### config.mk
export PLATFORM = sky130hd
export DESIGN_NAME = modem_line_mgr
export DESIGN_NICKNAME = d
export VERILOG_FILES = /design/src/rtl/mlm_pkg.sv /design/src/rtl/mlm_in_filter.sv /design/src/rtl/mlm_event_latch.sv /design/src/rtl/mlm_rts_ctrl.sv /design/src/rtl/modem_line_mgr.sv
export SDC_FILE = /design/constraint.sdc
export NUM_CORES = 1
export LEC_CHECK = 0
export BUFFER_PORTS_ARGS = -buffer_cell sky130_fd_sc_hd__buf_4
export CORE_MARGIN = 3
export CORE_UTILIZATION = 25
export CTS_BUF_LIST = sky130_fd_sc_hd__clkbuf_16
export DETAILED_ROUTE_END_ITERATION = 8
export PLACE_DENSITY = 0.53
export REMOVE_ABC_BUFFERS = 1
export SLEW_MARGIN = 25
export SYNTH_ARGS = -nofsm -noshare
export SYNTH_HDL_FRONTEND = slang
export SYNTH_SLANG_ARGS = --single-unit
### constraint.sdc
create_clock -name clk -period 3.7 [get_ports clk]
set_clock_uncertainty 0.15 [all_clocks]
set_input_delay 0.74 -clock clk [delete_from_list [all_inputs] [get_ports clk]]
set_output_delay 0.74 -clock clk [all_outputs]
set_load 0.02 [all_outputs]
### src/rtl/mlm_pkg.sv
package mlm_pkg;
  localparam int NLINES = 3;
  localparam int IDX_DCD  = 0;
  localparam int IDX_CTS  = 1;
  localparam int IDX_SYNC = 2;

  typedef struct packed {
    logic [NLINES-1:0] ie;
    logic              async_mode;
    logic              auto_en;
    logic              rts_on;
    logic              dtr_on;
  } ctl_t;

  localparam int CTL_W = $bits(ctl_t);
endpackage

### src/rtl/mlm_in_filter.sv
module mlm_in_filter #(
  parameter int MIN_W = 8
) (
  input  logic clk,
  input  logic rst_n,
  input  logic line_n_i,
  output logic level_o,
  output logic event_o
);
  localparam int CW = $clog2(MIN_W + 1);
  localparam logic [CW-1:0] CNT_LAST = CW'(MIN_W - 1);

  logic          s1_q, s2_q, filt_q, filt_d, ev_q, ev_d;
  logic [CW-1:0] cnt_q, cnt_d;

  always_comb begin
    filt_d = filt_q;
    cnt_d  = cnt_q;
    ev_d   = 1'b0;
    if (s2_q == filt_q) begin
      cnt_d = '0;
    end else if (cnt_q == CNT_LAST) begin
      filt_d = s2_q;
      cnt_d  = '0;
      ev_d   = 1'b1;
    end else begin
      cnt_d = cnt_q + 1'b1;
    end
  end

  always_ff @(posedge clk or negedge rst_n) begin
    if (!rst_n) begin
      s1_q   <= 1'b1;
      s2_q   <= 1'b1;
      filt_q <= 1'b1;
      cnt_q  <= '0;
      ev_q   <= 1'b0;
    end else begin
      s1_q   <= line_n_i;
      s2_q   <= s1_q;
      filt_q <= filt_d;
      cnt_q  <= cnt_d;
      ev_q   <= ev_d;
    end
  end

  assign level_o = ~filt_q;
  assign event_o = ev_q;

  AST_FILT_MIN_WIDTH: assert property (@(posedge clk) disable iff (!rst_n)
    !$stable(filt_q) |-> $past(cnt_q) == CNT_LAST);
  AST_EVENT_ON_CHANGE: assert property (@(posedge clk) disable iff (!rst_n)
    ev_q |-> filt_q != $past(filt_q));
endmodule

### src/rtl/mlm_event_latch.sv
module mlm_event_latch (
  input  logic clk,
  input  logic rst_n,
  input  logic level_i,
  input  logic event_i,
  input  logic qual_i,
  input  logic ack_i,
  output logic stat_o,
  output logic chg_o
);
  logic stat_q, stat_d, chg_q, chg_d, stat_en;

  always_comb begin
    stat_en = ack_i | ~chg_q;
    stat_d  = level_i;
    chg_d   = (chg_q & ~ack_i) | (event_i & qual_i);
  end

  always_ff @(posedge clk or negedge rst_n) begin
    if (!rst_n) begin
      stat_q <= 1'b0;
      chg_q  <= 1'b0;
    end else begin
      if (stat_en) stat_q <= stat_d;
      chg_q <= chg_d;
    end
  end

  assign stat_o = stat_q;
  assign chg_o  = chg_q;

  AST_STAT_HELD: assert property (@(posedge clk) disable iff (!rst_n)
    (chg_q && !ack_i) |=> $stable(stat_q));
  AST_ACK_CLEARS: assert property (@(posedge clk) disable iff (!rst_n)
    (ack_i && !(event_i && qual_i)) |=> !chg_q);
endmodule

### src/rtl/mlm_rts_ctrl.sv
module mlm_rts_ctrl (
  input  logic clk,
  input  logic rst_n,
  input  logic async_i,
  input  logic rts_on_i,
  input  logic tx_empty_i,
  output logic rts_act_o
);
  logic act_q, act_d;

  always_comb begin
    act_d = rts_on_i | (async_i & act_q & ~tx_empty_i);
  end

  always_ff @(posedge clk or negedge rst_n) begin
    if (!rst_n) act_q <= 1'b0;
    else        act_q <= act_d;
  end

  assign rts_act_o = act_q;

  AST_RTS_ON_FAST: assert property (@(posedge clk) disable iff (!rst_n)
    rts_on_i |=> act_q);
  AST_ASYNC_RTS_HOLD: assert property (@(posedge clk) disable iff (!rst_n)
    (async_i && act_q && !tx_empty_i) |=> act_q);
  AST_SYNC_RTS_DIRECT: assert property (@(posedge clk) disable iff (!rst_n)
    (!async_i && !rts_on_i) |=> !act_q);
endmodule

### src/rtl/modem_line_mgr.sv
module modem_line_mgr
  import mlm_pkg::*;
#(
  parameter int MIN_W = 8
) (
  input  logic              clk,
  input  logic              rst_n,
  input  logic              dcd_n_i,
  input  logic              cts_n_i,
  input  logic              sync_n_i,
  input  logic              ctl_we_i,
  input  logic [CTL_W-1:0]  ctl_wdata_i,
  input  logic              stat_ack_i,
  input  logic              tx_empty_i,
  input  logic              rx_req_i,
  input  logic              tx_req_i,
  output logic [NLINES-1:0] stat_o,
  output logic [NLINES-1:0] chg_o,
  output logic              irq_o,
  output logic              rx_en_o,
  output logic              tx_en_o,
  output logic              rts_n_o,
  output logic              dtr_n_o
);
  ctl_t              ctl_q, ctl_d;
  logic [NLINES-1:0] line_n, level, evt, qual;
  logic              rts_act;

  assign line_n = {sync_n_i, cts_n_i, dcd_n_i};

  always_comb begin
    ctl_d = ctl_q;
    if (ctl_we_i) ctl_d = ctl_t'(ctl_wdata_i);
  end

  always_ff @(posedge clk or negedge rst_n) begin
    if (!rst_n) ctl_q <= '0;
    else        ctl_q <= ctl_d;
  end

  always_comb begin
    qual           = '1;
    qual[IDX_SYNC] = ctl_q.async_mode;
  end

  for (genvar i = 0; i < NLINES; i++) begin : g_line
    mlm_in_filter #(.MIN_W(MIN_W)) u_filt (
      .clk      (clk),
      .rst_n    (rst_n),
      .line_n_i (line_n[i]),
      .level_o  (level[i]),
      .event_o  (evt[i])
    );
    mlm_event_latch u_latch (
      .clk     (clk),
      .rst_n   (rst_n),
      .level_i (level[i]),
      .event_i (evt[i]),
      .qual_i  (qual[i]),
      .ack_i   (stat_ack_i),
      .stat_o  (stat_o[i]),
      .chg_o   (chg_o[i])
    );
  end

  mlm_rts_ctrl u_rts (
    .clk        (clk),
    .rst_n      (rst_n),
    .async_i    (ctl_q.async_mode),
    .rts_on_i   (ctl_q.rts_on),
    .tx_empty_i (tx_empty_i),
    .rts_act_o  (rts_act)
  );

  assign irq_o   = |(chg_o & ctl_q.ie);
  assign rx_en_o = rx_req_i & (~ctl_q.auto_en | level[IDX_DCD]);
  assign tx_en_o = tx_req_i & (~ctl_q.auto_en | level[IDX_CTS]);
  assign rts_n_o = ~rts_act;
  assign dtr_n_o = ~ctl_q.dtr_on;

  AST_RX_GATED: assert property (@(posedge clk) disable iff (!rst_n)
    (ctl_q.auto_en && !level[IDX_DCD]) |-> !rx_en_o);
  AST_TX_GATED: assert property (@(posedge clk) disable iff (!rst_n)
    (ctl_q.auto_en && !level[IDX_CTS]) |-> !tx_en_o);
  AST_SYNC_QUIET: assert property (@(posedge clk) disable iff (!rst_n)
    (!ctl_q.async_mode && !chg_o[IDX_SYNC]) |=> !chg_o[IDX_SYNC]);
  AST_NO_IRQ_MASKED: assert property (@(posedge clk) disable iff (!rst_n)
    (ctl_q.ie == '0) |-> !irq_o);
endmodule

==> impl_metrics.py <==
metrics = {
    "sta": {
        "post-route-period-util_pct": 57.2,
        "slew_headroom_pct": 69.6,
        "timing.fmax_ghz": 0.473,
        "maxSlewViolCount": 0,
        "post-route-min-period_ps": 2120,
        "setup_ws_ps": 1580,
        "worst_pin_slew_ps": 453,
        "setup_violations": 0,
        "rsz0062_at_grt": "no",
        "hold_viol_final": 0,
        "hold_ws_ps": 205,
        "tns_ps": 0,
    },
    "final_layout": {
        "final_util_pct": 33.4,
        "final_area_sq_um": 1900,
        "final_cell_mix": "dfrtp_1, buf_4, nor2_1",
        "layout_commonest_cell": "dfrtp_1",
        "fin_cells": 214,
        "drive_above_1_share_pct": 38.7,
        "antenna_cells": 0,
        "fin_nets": 161,
        "area_growth_pct": 25.4,
    },
    "detailed_routing": {
        "post_drt_via_cell_ratio": 4.14,
        "drtPass1Iterations": 4,
        "wl_um": 2600,
        "ant_nets": 0,
        "drt-initial-drc-count": 13,
        "routed-via-count": 887,
        "drc": 0,
        "routedWlPerCell_um": 12.2,
    },
    "clock_network": {
        "hold_buffers": 0,
        "clockRootBuffer": "clkbuf_16",
        "post_cts_buffers": 0,
        "cts_max_level": 2,
        "cts_buffers": 5,
        "clk_pin_slew_worst_paths_ps": 60,
        "insertion_delay_ps": 280,
        "post_cts_resized": 0,
        "clk_path_buf_depth": 2,
        "clock_sinks": 38,
        "cts_tree": "done",
    },
    "power": {
        "ir_drop_mv": 0.191,
        "power_mw": 1.22,
        "power.density_nw_per_um2": 642,
        "p_leak_nw": 0.922,
    },
    "logic_synthesis": {
        "ys_seq_area_share_pct": 63.6,
        "yosysTopAreaCellShare_pct": 47.9,
        "synthesis.area_sq_um": 1510,
        "avgSynthCellArea_sq_um": 13.3,
        "yosys-top-cells-area": "dfrtp_1, dfstp_2, mux2_2",
        "synth_cells": 114,
        "synth_cell_types": 24,
        "synth_warnings": 0,
        "yosysTopAreaCell": "dfrtp_1",
        "ys_seq_elements": 38,
    },
    "global_routing": {
        "top_usage_layer": "met2",
        "antenna_found_initial": 0,
        "grt_use_met3_pct": 3.46,
        "overflow": 0,
        "grtUsageTotal_pct": 8.55,
        "grt_first_pass_wirelength_um": 4700,
        "met2_usage_pct": 13.9,
        "grt_pass1_vias": 1027,
        "grt_max_degree": 39,
        "grt_use_met1_pct": 9.09,
    },
    "setup_path": {
        "reg2reg_from": "g_line[1].u_filt.cnt_q[0]$_DFF_PN0_",
        "cp_max_fo": 3,
        "cp-end-kind": "output pin",
        "ff2ff_path_depth": 3,
        "crit_required_ps": 2810,
        "crit_type": "register to output pin",
        "reg2reg_to": "g_line[1].u_filt.filt_q$_DFFE_PN1P_",
        "cp_data_arrival_time_ps": 1230,
        "startpoint": "g_line[0].u_latch.chg_o$_DFF_PN0_",
        "rrSetupSlack_ps": 2350,
        "critPathLaunchType": "register",
    },
    "worst_hold_path": {
        "hp-start": "g_line[2].u_filt.s1_q$_DFF_PN1_",
        "hp-class": "register to register",
        "min_path_cells": 0,
        "hold_end": "g_line[2].u_filt.s2_q$_DFF_PN1_",
    },
    "placed_design": {
        "port_buffers": 27,
        "dp_cells": 206,
        "place.gp.congestion": 0.740,
        "dpl.hpwl_um": 1870,
        "placedInstanceArea_sq_um": 1760,
        "dp_slack_ps": 1640,
    },
    "run_status": {
        "status": "finished, final reports clean",
    },
    "floorplanning": {
        "coreArea_sq_um": 5680,
        "start_util_pct": 26.7,
        "die_w_um": 83.8,
        "die_area_sq_um": 7030,
        "rows": 27,
        "ios": 28,
        "dieHeight_um": 83.8,
    },
    "flow_run": {
        "maxCapViolations": 0,
    },
}
## where the power goes
group	switching, mW	internal, mW
Sequential	0.0654	0.509
Combinational	0.116	0.126
Clock	0.157	0.245
## cells by family (layout without fill, tap and decap cells)
kind of cell / after synthesis / count (layout) / share of synthesized area (%)
AOI/OAI and AO/OA: 8 / 8 / 3.47
buffers and inverters: 11 / 39 / 4.30
DFF: 38 / 38 / 63.6
xor gates and xnor gates: 6 / 6 / 3.47
muxes: 12 / 12 / 9.42
adders and majority gates: 3 / 3 / 2.48
and+or+nand+nor: 36 / 36 / 13.3
## layout make-up
| type | instances | area [sq um] |
|---|---|---|
| repair buffers | 27 | 203 |
| clock inverters | 3 | 16.3 |
| inverters | 4 | 15.0 |
| fillers | 581 | 3780 |
| well taps | 72 | 90.1 |
| flip-flops and latches | 38 | 962 |
| clock buffers | 5 | 125 |
| multi-input cells | 65 | 487 |
## routing by layer
layer	routed length, um	vias to the layer above	share of wire (%)
met2	1230	29	47
li1	-	424	-
met3	170	6	6.5
met4	79	0	3.0
met5	0	-	0
met1	1120	428	43
## synth_stat cells
cell      count
mux2_2        6
o21bai_1      1
inv_1         4
mux2_4        3
nand2_1       4
buf_2         1
nand3b_1      2
nor2b_1       3
dfrtp_1      29
nor2_1       15
dfstp_2       9
a222oi_1      1
nand2b_1      5
ha_1          3
a21boi_0      2
buf_4         6
a21oi_1       3
nor3b_2       2
nor3_1        1
mux2i_1       3
nand3b_4      1
xnor2_1       6
nand3_1       3
o21ai_0       1
## critical path, stage by stage (launching register included)
cell      delay, ps
dfrtp_1         390
a222oi_1        330
inv_1            70
buf_4           160
## worst max path at each step
stage	endpoint	slack, ps	cells past startpoint
floorplan	rx_en_o	1560	1
global placement	rx_en_o	1670	3
detailed placement	tx_en_o	1640	3
CTS	irq_o	1560	3
global route	irq_o	1480	3
finish	irq_o	1580	3
## sequential cells by signal (all words and copies together), names as in the netlist
signal                 count
ctl_q                      7
g_line.u_filt.s2_q         3
g_line.u_filt.event_o      3
g_line.u_filt.filt_q       3
g_line.u_latch.chg_o       3
u_rts.rts_act_o            1
g_line.u_filt.s1_q         3
g_line.u_latch.stat_o      3
g_line.u_filt.cnt_q       12
No activity file was read; power rests on OpenSTA's default activity.
